`config.mk`:
```
export PLATFORM = sky130hd
export DESIGN_NAME = adcCfgCtrl
export DESIGN_NICKNAME = d
export VERILOG_FILES = /design/src/rtl/adcCfgPkg.sv /design/src/rtl/adcSettleCtrl.sv /design/src/rtl/adcCfgPath.sv /design/src/rtl/adcCfgCtrl.sv
export SDC_FILE = /design/constraint.sdc
export NUM_CORES = 1
export LEC_CHECK = 0
export BUFFER_PORTS_ARGS = -buffer_cell sky130_fd_sc_hd__clkbuf_2
export CAP_MARGIN = 40
export CORE_ASPECT_RATIO = 0.9
export CORE_MARGIN = 2
export CORE_UTILIZATION = 35
export CTS_CLUSTER_SIZE = 14
export DETAILED_ROUTE_END_ITERATION = 7
export PLACE_DENSITY = 0.65
export SYNTH_ARGS = -nofsm -noshare
export SYNTH_HDL_FRONTEND = slang
export SYNTH_HIERARCHICAL = 1
export SYNTH_SLANG_ARGS = --single-unit
```
`constraint.sdc`:
```
create_clock -name clk -period 2.03 [get_ports clk]
set_input_delay 0.1015 -clock clk [delete_from_list [all_inputs] [get_ports clk]]
set_output_delay 0.1015 -clock clk [all_outputs]
set_load 0.02 [all_outputs]
```
`src/rtl/adcCfgPkg.sv`:
```
package adcCfgPkg;
  localparam int CHAN_W = 3;
  localparam int GAIN_W = 3;
  localparam int BUF_W  = 2;
  localparam int KIND_W = 2;

  typedef enum logic [KIND_W-1:0] {
    KIND_EXT    = 2'd0,
    KIND_SUPPLY = 2'd1,
    KIND_TEMP   = 2'd2,
    KIND_SHORT  = 2'd3
  } chanKind_e;

  // strobes from control to datapath
  typedef struct packed {
    logic loadShadow;   // capture write into shadow, hold active
    logic applyShadow;  // copy shadow to active
    logic applyDirect;  // write and step together: load active from port
  } cfgStrobe_t;
endpackage

```
`src/rtl/adcSettleCtrl.sv`:
```
module adcSettleCtrl
  import adcCfgPkg::*;
#(
  parameter int SETTLE_CONV = 3
) (
  input  logic       clk,
  input  logic       rstN,
  input  logic       cfgWrEn,
  input  logic       decimStep,
  input  logic       convDone,
  input  logic       startPulse,
  output cfgStrobe_t strobe,
  output logic       irqReq
);
  localparam int CNT_W = $clog2(SETTLE_CONV + 1);
  localparam logic [CNT_W-1:0] CNT_DONE = CNT_W'(SETTLE_CONV);

  logic             pending;
  logic [CNT_W-1:0] settleCnt;
  logic             restart;
  logic             settled;

  always_comb begin
    strobe.applyDirect = cfgWrEn && decimStep;
    strobe.applyShadow = decimStep && pending && !cfgWrEn;
    strobe.loadShadow  = cfgWrEn && !decimStep;
  end

  assign restart = startPulse || strobe.applyDirect || strobe.applyShadow;
  assign settled = (settleCnt == CNT_DONE);

  always_ff @(posedge clk or negedge rstN) begin
    if (!rstN) begin
      pending <= 1'b0;
    end else if (decimStep) begin
      pending <= 1'b0;
    end else if (cfgWrEn) begin
      pending <= 1'b1;
    end
  end

  always_ff @(posedge clk or negedge rstN) begin
    if (!rstN) begin
      settleCnt <= '0;
    end else if (restart) begin
      settleCnt <= '0;
    end else if (convDone && !settled) begin
      settleCnt <= settleCnt + 1'b1;
    end
  end

  always_ff @(posedge clk or negedge rstN) begin
    if (!rstN) begin
      irqReq <= 1'b0;
    end else begin
      irqReq <= convDone && settled && !restart;
    end
  end
endmodule

```
`src/rtl/adcCfgPath.sv`:
```
module adcCfgPath
  import adcCfgPkg::*;
#(
  parameter int GAIN_MAX    = 5,
  parameter int SUPPLY_CODE = 5,
  parameter int TEMP_CODE   = 6,
  parameter int SHORT_CODE  = 7
) (
  input  logic              clk,
  input  logic              rstN,
  input  cfgStrobe_t        strobe,
  input  logic              cfgWrEn,
  input  logic [CHAN_W-1:0] wrChan,
  input  logic [GAIN_W-1:0] wrGain,
  input  logic [BUF_W-1:0]  wrBuf,
  output logic [CHAN_W-1:0] muxSel,
  output logic [GAIN_W-1:0] gainSel,
  output logic [BUF_W-1:0]  bufMode,
  output logic [KIND_W-1:0] chanKind
);
  localparam logic [GAIN_W-1:0] GAIN_TOP  = GAIN_W'(GAIN_MAX);
  localparam logic [CHAN_W-1:0] SUPPLY_CH = CHAN_W'(SUPPLY_CODE);
  localparam logic [CHAN_W-1:0] TEMP_CH   = CHAN_W'(TEMP_CODE);
  localparam logic [CHAN_W-1:0] SHORT_CH  = CHAN_W'(SHORT_CODE);

  logic [CHAN_W-1:0] shadowChan;
  logic [GAIN_W-1:0] shadowGain;
  logic [GAIN_W-1:0] gainLegal;
  chanKind_e         kindNow;

  // unused gain encodings fold onto the top legal setting
  assign gainLegal = (wrGain > GAIN_TOP) ? GAIN_TOP : wrGain;

  always_ff @(posedge clk or negedge rstN) begin
    if (!rstN) begin
      shadowChan <= '0;
      shadowGain <= '0;
    end else if (strobe.loadShadow) begin
      shadowChan <= wrChan;
      shadowGain <= gainLegal;
    end
  end

  always_ff @(posedge clk or negedge rstN) begin
    if (!rstN) begin
      muxSel  <= '0;
      gainSel <= '0;
    end else if (strobe.applyDirect) begin
      muxSel  <= wrChan;
      gainSel <= gainLegal;
    end else if (strobe.applyShadow) begin
      muxSel  <= shadowChan;
      gainSel <= shadowGain;
    end
  end

  always_ff @(posedge clk or negedge rstN) begin
    if (!rstN) begin
      bufMode <= '0;
    end else if (cfgWrEn) begin
      bufMode <= wrBuf;
    end
  end

  always_comb begin
    if (muxSel == SHORT_CH)       kindNow = KIND_SHORT;
    else if (muxSel == TEMP_CH)   kindNow = KIND_TEMP;
    else if (muxSel == SUPPLY_CH) kindNow = KIND_SUPPLY;
    else                          kindNow = KIND_EXT;
  end

  assign chanKind = kindNow;
endmodule

```
`src/rtl/adcCfgCtrl.sv`:
```
module adcCfgCtrl
  import adcCfgPkg::*;
#(
  parameter int SETTLE_CONV = 3,
  parameter int GAIN_MAX    = 5
) (
  input  logic       clk,
  input  logic       rstN,
  input  logic       cfgWrEn,
  input  logic [2:0] cfgChan,
  input  logic [2:0] cfgGain,
  input  logic [1:0] cfgBuf,
  input  logic       decimStep,
  input  logic       convDone,
  input  logic       startPulse,
  output logic [2:0] muxSel,
  output logic [2:0] gainSel,
  output logic [1:0] bufMode,
  output logic [1:0] chanKind,
  output logic       irqReq
);
  cfgStrobe_t strobe;

  adcSettleCtrl #(.SETTLE_CONV(SETTLE_CONV)) ctrl (
    .clk(clk), .rstN(rstN), .cfgWrEn(cfgWrEn), .decimStep(decimStep),
    .convDone(convDone), .startPulse(startPulse),
    .strobe(strobe), .irqReq(irqReq)
  );

  adcCfgPath #(.GAIN_MAX(GAIN_MAX)) path (
    .clk(clk), .rstN(rstN), .strobe(strobe), .cfgWrEn(cfgWrEn),
    .wrChan(cfgChan), .wrGain(cfgGain), .wrBuf(cfgBuf),
    .muxSel(muxSel), .gainSel(gainSel), .bufMode(bufMode),
    .chanKind(chanKind)
  );
endmodule

```
After elaboration in Yosys (flattened, before gate mapping)
Cells that the tools add are included.
{"block": "word_totals", "ff_bits": 18, "latch_bits": 0, "ramBits": 0, "mem_bits_ro": 0, "inputBits": 14, "output_inout_bits": 11, "n_memories": 0}
{"block": "classes", "n_addsub": 1, "n_mul": 0, "n_div": 0, "order_cmp": 1, "eq_ne": 4, "n_shift": 0, "n_mux": 12, "bitwise_logic": 0, "reduce_logical": 16}
{"operator": "two-way mux 3 bit", "count": 5}
{"operator": "== test 3 bit, second input constant", "count": 3}
{"operator": "two-way mux 2 bit", "count": 4}
{"operator": "logical AND 1 bit", "count": 7}
{"operator": "nonzero test 2 bit", "count": 3}
{"operator": "logical NOT 1 bit", "count": 4}
{"operator": "greater-than comparator 3 bit, second input constant", "count": 1}
{"operator": "two-way mux 1 bit", "count": 3}
{"operator": "adder 2 x 1 -> 2 bit, second input constant", "count": 1}
{"operator": "== test 2 bit, second input constant", "count": 1}
{"operator": "logical OR 1 bit", "count": 2}

Longest topological paths before layout
Gate-level depths: netlist of run 1.
{"block": "depth", "depth_word": 5, "ltp_mapped": 5, "mapped_depth_nobuf": 4}

By module
Netlist of run 1, hierarchy kept.
{"mod": "adcCfgPath", "instances": 1, "cells_per_inst": 48, "area_per_inst_um2": 620.6, "seq_area_each_um2": 350.3}
{"mod": "adcSettleCtrl", "instances": 1, "cells_per_inst": 21, "area_per_inst_um2": 205.2, "seq_area_each_um2": 100.1}

Worst setup path before layout of run 1
Ideal clock, no wire load.
{"block": "synth_timing", "path_kind": "register to register", "from": "reg ctrl.settleCnt[0]", "to": "reg ctrl.settleCnt[0]", "setup_time_ns": 0.073, "t_arrival_ns": 1.038, "required_time_ns": 1.957, "path_slack_ns": 0.918, "stages_incl_launch_ff": 5, "n_path_buf": 0, "path_cell_list": "dfrtp_1 -> ha_1 -> nand2b_4 -> or2_1 -> a21oi_2"}
{"block": "synth_between", "elab_chain_len": 4, "word_cells_on_any_way": 7}
{"item": "start, declared", "line_no": "adcSettleCtrl.sv:19", "text": "logic [CNT_W-1:0] settleCnt;"}
{"item": "start signal, assigned", "line_no": "adcSettleCtrl.sv:48", "text": "settleCnt <= settleCnt + 1'b1;"}
{"item": "branches (longest 4 deep; another with adder 2 x 1 -> 2 bit)"}
Several ways; the timed one is not identified. The select of a mux whose other input is x is not followed.
A chain may end at the register's enable or synchronous reset.

==> results.md, run 1 <==
- P_leak: 0.000486 µW
- Status: finished, final reports clean
- Via density: 4.53
- Core area: roughly 0.0022 mm²
- Clock-pin slew on the worst setup and hold paths: 0.10 ns
- CTS Buf Count: 3
- Slowest CP cell: dlygate4sd3_1
- CTS sink cnt: 18
- Setup CP Type: input port to flip-flop
- Worst Skew: 0.00297 ns
- Worst setup EP type: flip-flop
- First-pass GRT wire length: 2570 µm
- Max_cap viols: 0
- Startpoint types: input port
- CP arrival: 1.64 ns
- Ant diodes: 0
- RSZ-0062 raised after global routing: false
- Die area: 0.00276 mm²
- Fmax: 0.678 GHz
- Minimum clock period: 1.47 ns
- Post-CTS setup buffer count: 0
- DRC Markers: 0
- Commonest non-fill, non-tap cell in the layout: clkbuf_2
- CTS tree: done
- Hold WS: between 0.03 and 0.04 ns
- Synthesized net count: 84
- Post-DRT Antenna Nets: 0
- DP HPWL: 1100 µm
- Power density over cell area: 799 mW/mm²
- Max_slew headroom: between 50% and 60%
- Final setup fails: 0
- Post-synth top area cell: dfrtp_1
- Overall Global Routing Usage: 12.1%
- Nets: roughly 110
- Wirelength per Cell: 11.7 µm
- Final hold violation count: 0
- Internal: 588 µW
- Critical Path RT: 2.20 ns
- Delay-heaviest family, CP: buffers and inverters
- Width of the die: 55.2 µm
- Synth Cell Area: 826 µm²
- Cells after Synth: 69
- Highest net fanout along the worst path: 6
- Largest net degree at the start of global routing: 19
- Final Cycle Share: roughly 73%
- Worst Path Buf+Inv: 2
- Slew Limit Fails: 0
- Bufs on Longest Clock Path: 2
- FP Rows: 16
- Sw Share: 27.6%
- Unique masters post-synth: 20
- Initial Utilization: 37.5%
- Fraction of layout cells with a size suffix above 1: between 30% and 40%
- Root Driver: clkbuf_4
- I/O Buffers: 24
- Sum Neg Setup Slack: 0 ns
- Comb pwr share: 21.0%
- H-Tree Depth: 1
- Final WL: 1450 µm
- Synth warn: 6
- Synth top area share: roughly 55%
- Synth-to-layout area growth: 23.0%
- Cell area after layout: 0.00102 mm²
- FF-to-FF setup slack: 0.66 ns
- Sw Pwr: 224 µW
- Clk Latency, worst-skew pair: 0.28 ns
- Initial antenna violation count: 0
- Least-Margin Pin Slew: 0.620 ns
- Gr ovfl total: 0
- Vias in the first global route: 568
- Syn Area/Cell: 12.0 µm²
- Flop pwr share: 52.6%
- Register bit count reported by yosys: 18
- DRT Pass-1 Iters: 3
- Max IR drop VDD: 0.508 mV
- Drt first-iter violations: 5
- Vias: 562
- Register area share after synthesis: 54.5%
- Hold WC Path Type: input port to flip-flop
- Clk pwr share: a little over a quarter
- Synth top area cells: dfrtp_1, mux2i_1, mux2_4
- Routability Congestion: 0.745
- Die span in y: approximately 50 µm
- Commonest non-fill, non-tap cells in the layout: clkbuf_2, dfrtp_1, mux2i_1
- Io pins: 25
- Cell Chain, Critical Path: dlygate4sd3_1, clkbuf_2, nand2_1, nor2_1, mux2i_1, o21ai_1
- Area after DPL: approximately 960 µm²
- Worst path max stage delay: about 0.53 ns
[logic make-up (layout without fill, tap and decap cells)]
group | count (synthesis) | count (layout) | share of synthesized area [%]
buf+inv | 4 | 32 | 3.79
fa+ha+maj | 1 | 1 | 1.51
simple gates | 22 | 22 | 13.9
flops | 18 | 18 | 54.5
compound gates | 10 | 10 | 6.51
mux | 14 | 14 | 19.7
[layer usage]
layer  wire [µm]  part of all wire [%]  vias to the layer above  global-route usage, %
met4           0                     0                        0                   6.10
met2         635                    44                       17                   17.1
met5           0                     0                        -                      0
li1            -                     -                      290                      -
met1         720                    50                      255                   17.2
met3          91                   6.3                        0                   2.89
[cell type report]
| class | instances | area (µm²) |
|---|---|---|
| Clock buffer | 4 | 36.3 |
| Tap cell | 27 | 33.8 |
| Sequential cell | 18 | 450 |
| Multi-Input combinational cell | 47 | 344 |
| Timing Repair Buffer | 27 | 148 |
| Inverter | 1 | 3.75 |
| Fill cell | 216 | 1190 |
[flip-flops by register name, summed over array words and instances (netlist names)]
| name | flops |
|---|---|
| path/shadowGain | 3 |
| path/gainSel | 3 |
| path/muxSel | 3 |
| ctrl/pending | 1 |
| ctrl/settleCnt | 2 |
| ctrl/irqReq | 1 |
| path/shadowChan | 3 |
| path/bufMode | 2 |
[through the flow]
step | power [µW] | util, % | setup slack [ns] | std cells
6_report | 812 | 46.1 | 0.555 | 124
5_1_grt | 863 | 46.1 | 0.398 | 124
4_1_cts | 826 | 46.1 | 0.547 | 124
3_5_place_dp | 605 | 43.6 | 0.643 | 118
3_3_place_gp | 599 | 43.6 | 0.656 | 118
2_1_floorplan | 540 | - | 0.918 | 69
[power by group through the flow]
stage	Combinational [µW]	Sequential [µW]	Clock, µW
2_1_floorplan	82.4	458	0
3_3_place_gp	166	433	0
3_5_place_dp	170	435	0
4_1_cts	173	429	224
5_1_grt	188	436	239
6_report	171	427	214
[worst min-delay path, stage by stage]
cell	delay [ns]
clkbuf_2	0.09
nand2_1	0.04
o21ai_1	0.06
[cells in the mapped netlist]
| library cell | count |
|---|---|
| a21oi_1 | 2 |
| a21oi_2 | 1 |
| and2_1 | 3 |
| buf_2 | 1 |
| buf_6 | 2 |
| dfrtp_1 | 18 |
| ha_1 | 1 |
| inv_1 | 1 |
| mux2_2 | 2 |
| mux2_4 | 4 |
| mux2i_1 | 8 |
| nand2_1 | 7 |
| nand2b_1 | 1 |
| nand2b_4 | 1 |
| nand3b_1 | 2 |
| nor2_1 | 6 |
| nor2b_1 | 1 |
| o21ai_0 | 1 |
| o21ai_1 | 6 |
| or2_1 | 1 |
[worst paths after layout]
check | endpoint | depth (start not counted) | start
max in group asynchronous | ctrl/pending | 2 | rstN
setup reg to reg | path/gainSel[2] | 4 | ctrl/pending
min in group asynchronous | path/shadowChan[1] | 2 | rstN
hold reg to reg | path/shadowChan[1] | 1 | path/shadowChan[1]
hold / removal | path/muxSel[1] | 3 | cfgChan[1]
setup / recovery | path/gainSel[2] | 6 | decimStep
[timing repair]
action,4_1_cts,5_1_grt
endpoints found under the hold margin,19,0
hold buffers,2,0
gates resized for setup,0,0
Note: power is estimated with default switching activity, not from simulation.
==> inputs of run 2 (changes only) <==
Settings changed: PLACE_DENSITY 0.65 to 0.67.
Clock period 2.03 ns to 1.3 ns, I/O delays scaled along.
==> run 2 against run 1 <==
  * Clock skew increased by 0.0053 ns
  * Routed wire length up 9.3%
  * Register-to-register slack worse by 0.57 ns
  * Highest routed layer unchanged
  * Sequential share of layout area shrank 2.0 points
  * Setup slack lost 0.46 ns
==> results.md, run 2 (synthesized netlist as in run 1, its figures left out) <==
- FP Rows: 16
- Reg2reg end: ctrl/settleCnt[0]
- Critical Path RT: 1.54 ns
- Gr ovfl total: 0
- DRC Markers: 0
- Clock-pin slew on the worst setup and hold paths: 0.11 ns
- Cts hold-fix bufs: 6
- Drt first-iter violations: 6
- CP endpoint: ctrl/settleCnt[0]
- Power density over cell area: approximately 1200 mW/mm²
- FF-to-FF setup slack: 0.09 ns
- Sw Share: 28.6%
- Highest net fanout along the worst path: 3
- Cell area after layout: 0.00106 mm²
- Final hold violation count: 0
- Ant diodes: 0
- Internal: 927 µW
- Initial Utilization: 37.5%
- Routability Congestion: between 0.7 and 0.8
- Worst Setup SP: ctrl/settleCnt[0]
- Clk pwr share: 27.0%
- R2r worst-path depth: 4
- Cts repair resizes: 0
- Synth-to-layout area growth: 28.8%
- Worst Skew: 0.00824 ns
- Post-CTS setup buffer count: 0
- Final Cycle Share: 93.1%
- Width of the die: ~55 µm
- P_leak: 0.000508 µW
- Setup CP Type: flip-flop to flip-flop
- CTS Buf Count: 3
- CTS tree: done
- CP arrival: 1.45 ns
- DRT Pass-1 Iters: 3
- Worst setup EP type: flip-flop
- Hold WC Path Type: input port to flip-flop
- Wirelength per Cell: between 10 and 15 µm
- First-pass GRT wire length: 2850 µm
- Commonest non-fill, non-tap cell in the layout: clkbuf_2
- Placed cell count: 119
- Overall Global Routing Usage: 13.3%
- Least-Margin Pin Slew: 0.453 ns
- Area after DPL: 967 µm²
- Vias in the first global route: around 610
- Max_cap viols: 0
- RSZ-0062 raised after global routing: false
- Via density: 4.71
- DP HPWL: between 1000 and 1500 µm
- Max IR drop VDD: 0.774 mV
- Status: finished, final reports clean
- Sw Pwr: 371 µW
- Comb pwr share: between 20% and 30%
- H-Tree Depth: 1
- Vias: 607
- Core area: about 0.0022 mm²
- Filler cell count: 224
- Commonest non-fill, non-tap cells in the layout: clkbuf_2, dfrtp_1, mux2i_1
- Minimum clock period: 1.21 ns
- Initial antenna violation count: 0
- Flop pwr share: 51.5%
- Clk Latency, worst-skew pair: 0.30 ns
- Fraction of layout cells with a size suffix above 1: 37.3%
- Sum Neg Setup Slack: 0 ns
- Final setup fails: 0
- Largest net degree at the start of global routing: 19
- Max_slew headroom: a little over two thirds
- Slew Limit Fails: 0
- CTS sink cnt: 18
- Root Driver: clkbuf_4
- I/O Buffers: 24
- Startpoint types: flip-flop
- Nets: 118
- Fmax: just over 0.8 GHz
- Final WL: ~1600 µm
- Non-filler instance count after layout: 129
- Io pins: 25
- Bufs on Longest Clock Path: 2
- Reg-to-Reg Start: ctrl/settleCnt[0]
- Hold Startpoint: convDone
- Die area: 0.00276 mm²
- Post-DRT Antenna Nets: 0
- Die span in y: about 50 µm
## run 2: worst min-delay path by stage
stage	depth (start not counted)	end	slack, ns
after floorplan	0	ctrl/irqReq	-0.23
after global placement	1	path/muxSel[1]	0.03
after detailed placement	1	path/muxSel[1]	0.03
after CTS	3	ctrl/irqReq	0.002
after global routing	2	path/shadowChan[2]	0.008
final	3	ctrl/irqReq	0.0005
## run 2: layout make-up
cell class / instances / area [µm²] / area share [%]
timing repair buffer: 32 / 195 / 18.4
tap: 27 / 33.8 / 3.18
sequential: 18 / 450 / 42.4
inverter: 1 / 3.75 / 0.353
clock buffer: 4 / 36.3 / 3.41
multi-input combinational: 47 / 344 / 32.4
## run 2: layer usage
metal,vias to the layer above,GRT usage (%),wire [µm]
met3,0,4.72,103
li1,300,-,-
met4,0,1.22,0
met1,287,17.0,756
met2,20,22.4,721
met5,-,0,0
## run 2: worst max-delay path, cell delays in order, from the launching register on
cell and delay (ns):
dfrtp_1 0.41, ha_1 0.22, nand2b_4 0.15, or2_1 0.23, a21oi_2 0.14
## run 2: per-stage QoR
step	setup WS (ns)	utilization, %	total power, µW	hold slack [ns]
3_5_place_dp	0.112	43.9	945	0.0326
5_1_grt	0.0287	48.3	1370	0.00843
4_1_cts	0.0875	48.3	1310	0.00246
2_1_floorplan	0.188	-	843	-0.231
6_report	0.0903	48.3	1300	0.000484
3_3_place_gp	0.170	43.9	935	0.0291
## run 2: power groups by stage
| stage | Combinational [µW] | Sequential (µW) | Clock, µW |
|---|---|---|---|
| floorplan | 129 | 714 | 0 |
| global placement | 261 | 674 | 0 |
| detailed placement | 268 | 677 | 0 |
| CTS | 284 | 668 | 359 |
| global route | 309 | 677 | 387 |
| finish | 280 | 668 | 350 |
